$ cat config.mk
export PLATFORM = sky130hd
export DESIGN_NAME = dma_prio_arb
export DESIGN_NICKNAME = d
export VERILOG_FILES = /design/src/rtl/dma_prio_arb.sv
export SDC_FILE = /design/constraint.sdc
export NUM_CORES = 1
export LEC_CHECK = 0
export BUFFER_PORTS_ARGS = -buffer_cell sky130_fd_sc_hd__buf_2
export CORE_MARGIN = 3
export CORE_UTILIZATION = 25
export CTS_BUF_LIST = sky130_fd_sc_hd__clkbuf_4
export CTS_CLUSTER_SIZE = 28
export DETAILED_ROUTE_END_ITERATION = 8
export PLACE_DENSITY = 0.51
export SETUP_SLACK_MARGIN = 0.1
export SYNTH_ARGS = -nofsm -noshare
export SYNTH_HDL_FRONTEND = slang
export SYNTH_SLANG_ARGS = --single-unit
export TNS_END_PERCENT = 30
$ cat constraint.sdc
create_clock -name clk -period 15.46 [get_ports clk]
set_input_delay 4.638 -clock clk [delete_from_list [all_inputs] [get_ports clk]]
set_output_delay 4.638 -clock clk [all_outputs]
set_load 0.02 [all_outputs]
$ cat src/rtl/dma_prio_arb.sv
module dma_prio_arb #(
  parameter int NCH = 6,
  localparam int CW = $clog2(NCH + 1)
) (
  input  logic           clk,
  input  logic           rst_n,
  input  logic [NCH-1:0] req,
  input  logic           burst_done,
  input  logic           ch1_first,
  input  logic           prio_restart,
  output logic [NCH-1:0] grant,
  output logic [CW-1:0]  active_code,
  output logic [CW-1:0]  shadow_code
);

  logic [NCH-1:0] grant_q, nxt, rr_pick;
  logic [CW-1:0]  last_q, shadow_q, nxt_sh, cur_code, nxt_code, last_eff, shadow_eff;
  logic           boundary, found;

  assign boundary   = (grant_q == '0) || burst_done;
  assign last_eff   = prio_restart ? CW'(NCH - 1) : last_q;
  assign shadow_eff = prio_restart ? '0 : shadow_q;

  always_comb begin
    rr_pick = '0;
    found   = 1'b0;
    for (int o = 1; o <= NCH; o++) begin
      if (!found && req[(int'(last_eff) + o) % NCH]) begin
        found = 1'b1;
        rr_pick[(int'(last_eff) + o) % NCH] = 1'b1;
      end
    end
  end

  always_comb begin
    cur_code = '0;
    for (int i = 0; i < NCH; i++)
      if (grant_q[i]) cur_code = CW'(i + 1);
  end

  always_comb begin
    if (ch1_first && req[0]) begin
      nxt    = NCH'(1);
      nxt_sh = grant_q[0] ? shadow_eff : cur_code;
    end else if (shadow_eff != '0 && req[shadow_eff - 1'b1]) begin
      nxt    = NCH'(1) << (shadow_eff - 1'b1);
      nxt_sh = '0;
    end else begin
      nxt    = rr_pick;
      nxt_sh = '0;
    end
  end

  always_comb begin
    nxt_code = '0;
    for (int i = 0; i < NCH; i++)
      if (nxt[i]) nxt_code = CW'(i + 1);
  end

  always_ff @(posedge clk or negedge rst_n) begin
    if (!rst_n) begin
      grant_q  <= '0;
      last_q   <= CW'(NCH - 1);
      shadow_q <= '0;
    end else begin
      if (boundary) begin
        grant_q  <= nxt;
        shadow_q <= nxt_sh;
      end else if (prio_restart) begin
        shadow_q <= '0;
      end
      if (boundary && nxt_code != '0) last_q <= nxt_code - 1'b1;
      else if (prio_restart)          last_q <= CW'(NCH - 1);
    end
  end

  assign grant       = grant_q;
  assign active_code = cur_code;
  assign shadow_code = shadow_q;

  p_grant_onehot_r1: assert property (@(posedge clk) disable iff (!rst_n)
    $onehot0(grant));

  p_hold_burst_r2: assert property (@(posedge clk) disable iff (!rst_n)
    (grant != '0 && !burst_done) |=> $stable(grant));

  p_ch1_wins_r4: assert property (@(posedge clk) disable iff (!rst_n)
    (ch1_first && req[0] && boundary) |=> grant[0]);

  p_shadow_not_one_r5: assert property (@(posedge clk) disable iff (!rst_n)
    shadow_code != CW'(1));

  p_shadow_under_ch1_r5: assert property (@(posedge clk) disable iff (!rst_n)
    (shadow_code != '0) |-> grant[0]);

  p_return_r6: assert property (@(posedge clk) disable iff (!rst_n)
    (shadow_code != '0 && boundary && !(ch1_first && req[0]) && !prio_restart
     && req[shadow_code - 1'b1]) |=> (active_code == $past(shadow_code)));

  p_grant_to_requester_r1: assert property (@(posedge clk) disable iff (!rst_n)
    (boundary && req == '0) |=> (grant == '0));

endmodule

==> results of run 1 <==
final cells by class:
type / instances / area (µm²) / share of cell area
multi-input cells: 253 / 1850 / 0.745
flip-flops and latches: 12 / 303 / 0.122
well taps: 108 / 135 / 0.0543
repair buffers: 23 / 118 / 0.0473
inverters: 14 / 52.6 / 0.0211
clock buffers: 3 / 22.5 / 0.00905
clock inverters: 1 / 3.75 / 0.00151
power groups by stage:
stage,clock (mW),combinational (mW),sequential (mW)
global placement,0,0.391,0.0630
CTS,0.0211,0.397,0.0625
detailed placement,0,0.394,0.0628
floorplan,0,0.320,0.0588
global route,0.0229,0.444,0.0648
finish,0.0204,0.400,0.0627
metal layers:
layer | share of wire | global-route usage | up-vias
li1 | - | - | 1116
met1 | 0.53 | 0.177 | 1074
met2 | 0.43 | 0.177 | 52
met3 | 0.030 | 0.0102 | 8
met4 | 0.013 | 0.0222 | 0
met5 | 0 | 0 | -
cell usage in the layout (no fill, tap or decap), types with 4 or more instances in the layout:
master / n
nand2_1: 28
nor2_1: 25
ha_1: 25
buf_2: 22
a21oi_1: 20
o21ai_0: 14
mux2i_1: 12
inv_1: 11
nand3_1: 10
dfrtp_1: 10
nor3_1: 7
nand2b_1: 6
nor2b_1: 6
a211o_1: 6
and3_1: 6
a31oi_1: 6
o21ai_1: 5
mux2_2: 4
per-stage QoR:
step / util / hold WS, ps / instances / setup slack [ps] / cell area [µm²]
floorplan: - / 607 / 296 / 6030 / 2310
global placement: 0.278 / 551 / 410 / 5380 / 2460
detailed placement: 0.278 / 528 / 410 / 5290 / 2460
CTS: 0.281 / 550 / 414 / 5580 / 2490
global route: 0.281 / 583 / 414 / 5130 / 2490
finish: 0.281 / 537 / 414 / 5530 / 2490
state kept, by name (all words and copies together), names as in the netlist:
signal and cells:
last_q 3, grant 6, shadow_code 3
final timing paths:
path,from,endpoint,slack [ps]
max in group asynchronous,rst_n,last_q[2],10960
worst max-delay path,prio_restart,last_q[0],5530
min in group asynchronous,rst_n,grant[5],4230
worst min-delay path,grant[1],grant[1],540
worst max register to register,last_q[0],last_q[0],9560
worst min register to register,grant[1],grant[1],540
worst register-to-register path: cells and delay by family, from the launching register on:
kind	cells	cell delay, ps
flip-flops	1	660
multiplexers	2	450
adder cells (fa/ha/maj)	4	1240
AND/OR/NAND/NOR	6	1600
AO/OA/AOI/OAI	9	1890
cell families after synthesis:
family / after synthesis / synth area share
DFF: 12 / 0.131
adders and majority gates: 25 / 0.136
AOI/OAI and AO/OA: 88 / 0.276
and+or+nand+nor: 116 / 0.270
muxes: 22 / 0.115
xor gates and xnor gates: 2 / 0.00760
buffers and inverters: 31 / 0.0646
==> results.sh, run 1 <==
export IMPL_path_cells="buf_2 > or2_1 > ha_1 > o21ai_1 > nand2_1 > a21oi_1 > ha_1 > o21ba_2 > a211oi_2 > mux2i_1 > mux2_4 > a211oi_4 > nor3b_2 > a21oi_1 > a221o_1 > nand2b_1 > a21boi_1 > ha_1 > ha_1 > nor2_1 > nand3_1 > o22ai_2"
export IMPL_synthTopCellsByArea="ha_1, dfrtp_1, mux2i_1"
export IMPL_layout_drive_gt1_share=0.173
export IMPL_clock_path_buffers=2
export IMPL_fillers=966
export IMPL_io_pins=23
export IMPL_die_area_um2=10400
export IMPL_wl_per_cell_um=15.2
export IMPL_switchingPower_mw=0.265
export IMPL_ant_nets=0
export IMPL_cp_common_cell="ha_1"
export IMPL_layout_min_cycle_time_ps=9930
export IMPL_syn2layout_area_growth_pct=7.92
export IMPL_clk_latency_ps=270
export IMPL_setup_tns_ps=0
export IMPL_grt_first_pass_wirelength_um=10000
export IMPL_cp_arrival_ps=10140
export IMPL_switching_share=0.547
export IMPL_syn_area_um2=2310
export IMPL_avgSynthCellArea_um2=7.79
export IMPL_grt_usage=0.116
export IMPL_io_buffer_count=22
export IMPL_slew_limit_headroom=0.531
export IMPL_skew_ps=3.14
export IMPL_finalHoldViolations=0
export IMPL_nets=343
export IMPL_critPathKind="in -> reg"
export IMPL_critical_path_slowest_cell="or2_1"
export IMPL_cpLargestDelayFamily="compound AO/OA/AOI/OAI gates"
export IMPL_rsz0062_at_grt="false"
export IMPL_cts_htree_levels=1
export IMPL_drv_cap=0
export IMPL_cts_tree="yes"
export IMPL_combPwrFrac=0.828
export IMPL_drc=0
export IMPL_numCtsBuffers=3
export IMPL_synth_top_area_share=0.136
export IMPL_synth_area_leader_cell="ha_1"
export IMPL_hpwlAfterDp_um=4900
export IMPL_post_cts_resized=0
export IMPL_dr_total_vias=2250
export IMPL_route_final_wire_length_um=6280
export IMPL_power_internal_mw=0.219
export IMPL_cp_num_buf_inv=1
export IMPL_yosys_warnings=0
export IMPL_num_antenna_cells=0
export IMPL_cts_clk_slew_worst_paths_ps=80
export IMPL_r2r_cells=21
export IMPL_synth_edf_count=0
export IMPL_fin_crit_sh=0.642
export IMPL_cts_hold_buffers_added=0
export IMPL_drt_pass1_iter_count=4
export IMPL_synth_ff_type="dfrtp_1"
export IMPL_finalMaxSlewViolations=0
export IMPL_seq_area_frac_synth=0.131
export IMPL_power_total_mw=0.483
export IMPL_slowest_delay_ps=590
export IMPL_p_leak_nw=1.06
export IMPL_hold_path_class="reg -> reg"
export IMPL_synthArstFlopShare=1.00
export IMPL_worstPathMaxFanout=17
export IMPL_holdPathStages=2
export IMPL_cellPowerDensity_nw_per_um2=194
export IMPL_fp_dieH_um=102
export IMPL_path_depth=22
export IMPL_num_rows=34
export IMPL_clock_sinks=12
export IMPL_start_util=0.261
export IMPL_grt_ovfl_total=0
export IMPL_fmax_ghz=0.101
export IMPL_synth_most_common_cell="nand2_1"
export IMPL_grt_pass1_vias=2052
export IMPL_core_area_um2=8850
export IMPL_grt_max_degree=18
export IMPL_dieWidth_um=102
export IMPL_vdd_drop_max_uv=50.3
export IMPL_cp_end_kind="flop"
export IMPL_seq_power_share=0.130
export IMPL_outcome="completed"
export IMPL_place_congestion=0.847
export IMPL_worstMarginPinSlew_ps=704
export IMPL_cts_root_buf="clkbuf_4"
export IMPL_synth_commonest_cells="nand2_1, ha_1, nor2_1"
export IMPL_ys_ff_latch=12
export IMPL_synth_cell_types=74
export IMPL_syn_num_nets=332
export IMPL_post_cts_buffers=0
export IMPL_finalSetupViolations=0
export IMPL_antenna_found_initial=0
export IMPL_via_per_inst=5.43
export IMPL_crit_required_ps=15670
export IMPL_drtIter0Drc=102
export IMPL_worstSetupStartpointType="input pin"
export IMPL_clkPwrFrac=0.042
export IMPL_syn_inst=296
Power figures use the tool's default switching activity.
==> inputs of run 2 (changes only) <==
--- a/config.mk
+++ b/config.mk
@@ -11,7 +11,7 @@
 export CTS_BUF_LIST = sky130_fd_sc_hd__clkbuf_4
 export CTS_CLUSTER_SIZE = 28
 export DETAILED_ROUTE_END_ITERATION = 8
-export PLACE_DENSITY = 0.51
+export PLACE_DENSITY = 0.53
 export SETUP_SLACK_MARGIN = 0.1
 export SYNTH_ARGS = -nofsm -noshare
 export SYNTH_HDL_FRONTEND = slang
==> constraint.sdc (replaced) <==
create_clock -name clk -period 8 [get_ports clk]
set_input_delay 2.4 -clock clk [delete_from_list [all_inputs] [get_ports clk]]
set_output_delay 2.4 -clock clk [all_outputs]
set_load 0.02 [all_outputs]
==> run 2 against run 1 <==
Cell count rose by 1.7%. Critical path depth rose by 1. Clock skew increased by 5.1 ps. Utilization rose by 0.66 points. Clock power grew 110%. Sequential share of layout area down 0.28 points. Critical path type unchanged. Critical endpoint unchanged. Largest power group unchanged.
==> results.sh, run 2 (synthesis gave the netlist of run 1 again) <==
export IMPL_cts_htree_levels=1
export IMPL_skew_ps=8.27
export IMPL_hold_path_class="reg -> reg"
export IMPL_worstPathMaxFanout=15
export IMPL_crit_required_ps=8200
export IMPL_ant_nets=0
export IMPL_antenna_found_initial=0
export IMPL_grt_pass1_vias=2188
export IMPL_cts_root_buf="clkbuf_4"
export IMPL_place_congestion=0.822
export IMPL_io_pins=23
export IMPL_numCtsBuffers=3
export IMPL_fin_hold_ws_ps=549
export IMPL_power_total_mw=0.946
export IMPL_placedCellCount=417
export IMPL_cp_arrival_ps=7610
export IMPL_worstSetupStartpointType="input pin"
export IMPL_grt_max_degree=17
export IMPL_drtIter0Drc=152
export IMPL_dr_total_vias=2278
export IMPL_slew_limit_headroom=0.386
export IMPL_finalSetupViolations=0
export IMPL_grt_ovfl_total=0
export IMPL_cts_hold_buffers_added=0
export IMPL_via_per_inst=5.41
export IMPL_layout_drive_gt1_share=0.198
export IMPL_die_area_um2=10400
export IMPL_drt_pass1_iter_count=4
export IMPL_nets=350
export IMPL_setup_slack_ps=592
export IMPL_fmax_ghz=0.135
export IMPL_layout_common_cells="nand2_1, ha_1, nor2_1"
export IMPL_placed_cell_area_um2=2510
export IMPL_clock_sinks=12
export IMPL_outcome="completed"
export IMPL_core_area_um2=8850
export IMPL_dieWidth_um=102
export IMPL_drc=0
export IMPL_num_antenna_cells=0
export IMPL_setup_tns_ps=0
export IMPL_r2r_start="last_q[1]"
export IMPL_layout_area_seq_um2=303
export IMPL_start_util=0.261
export IMPL_post_cts_buffers=0
export IMPL_clock_path_buffers=2
export IMPL_largest_register_ffs=6
export IMPL_rsz0062_at_grt="false"
export IMPL_vdd_drop_max_uv=81.9
export IMPL_fin_area_um2=2550
export IMPL_min_from="grant[1]"
export IMPL_critPathKind="in -> reg"
export IMPL_finalMaxSlewViolations=0
export IMPL_crit_start="prio_restart"
export IMPL_final_common_cell="nand2_1"
export IMPL_cellPowerDensity_nw_per_um2=371
export IMPL_finalHoldViolations=0
export IMPL_layout_min_cycle_time_ps=7410
export IMPL_dpl_worst_slack_ps=267
export IMPL_worstMarginPinSlew_ps=897
export IMPL_fin_crit_sh=0.926
export IMPL_clk_latency_ps=280
export IMPL_p_leak_nw=1.10
export IMPL_fp_dieH_um=102
export IMPL_post_cts_resized=0
export IMPL_route_final_wire_length_um=6210
export IMPL_hpwlAfterDp_um=4870
export IMPL_num_rows=34
export IMPL_cts_tree="yes"
export IMPL_wl_per_cell_um=14.8
export IMPL_grt_first_pass_wirelength_um=10600
export IMPL_fillers=975
export IMPL_fin_util=0.288
export IMPL_multi_input_area_um2=1860
export IMPL_grt_usage=0.121
export IMPL_io_buffer_count=22
export IMPL_fin_cells=421
export IMPL_drv_cap=0
export IMPL_cts_clk_slew_worst_paths_ps=70
export IMPL_syn2layout_area_growth_pct=10.5
export IMPL_cp_end_kind="flop"
==> run 2: changes by cell type in the layout (fill, tap and decap cells not counted) <==
cell / before / now
nor2_2: 0 / 1
clkbuf_4: 3 / 4
buf_4: 1 / 8
nor2_1: 25 / 24
clkinv_1: 1 / 0
==> run 2: worst paths after layout <==
| path | end | slack (ps) | depth (start not counted) |
|---|---|---|---|
| min in group asynchronous | grant[3] | 1990 | 1 |
| hold reg to reg | grant[1] | 550 | 2 |
| setup / recovery | last_q[0] | 590 | 23 |
| max in group asynchronous | last_q[0] | 5720 | 1 |
| hold / removal | grant[1] | 550 | 2 |
| setup reg to reg | last_q[0] | 2570 | 22 |
==> run 2: final cells by class <==
type,instances,area share
repair buffers,30,0.0668
inverters,14,0.0206
clock buffers,4,0.0118
well taps,108,0.0530
flip-flops and latches,12,0.119
multi-input cells,253,0.729
==> run 2: layer usage <==
layer  GRT usage  vias up  part of all wire
met5           0        -                 0
met4      0.0172        0            0.0072
met3     0.00887        4             0.039
met2       0.198       56              0.44
met1       0.176     1083              0.51
li1            -     1135                 -
==> run 2: report_power, final <==
part	switching, mW	leakage (nW)	internal, mW	total, mW
Sequential	0.0358	0.154	0.0866	0.122
Clock	0.0211	0.0184	0.0227	0.0438
Combinational	0.450	0.926	0.330	0.780
Total	0.507	1.10	0.439	0.946
==> run 2: critical path, stage by stage <==
cell and delay, ps:
buf_2 200, nand2b_1 290, inv_1 160, ha_1 390, or3_4 480, nand2_1 100, a21oi_1 50, ha_1 280
o21ba_2 150, a211oi_2 320, mux2i_1 150, mux2_4 330, a211oi_4 310, nor3b_2 250, a21oi_1 140, a221o_1 380
nand2b_1 180, a21boi_1 150, ha_1 200, ha_1 200, nor2_2 230, nand3_1 130, o22ai_2 130
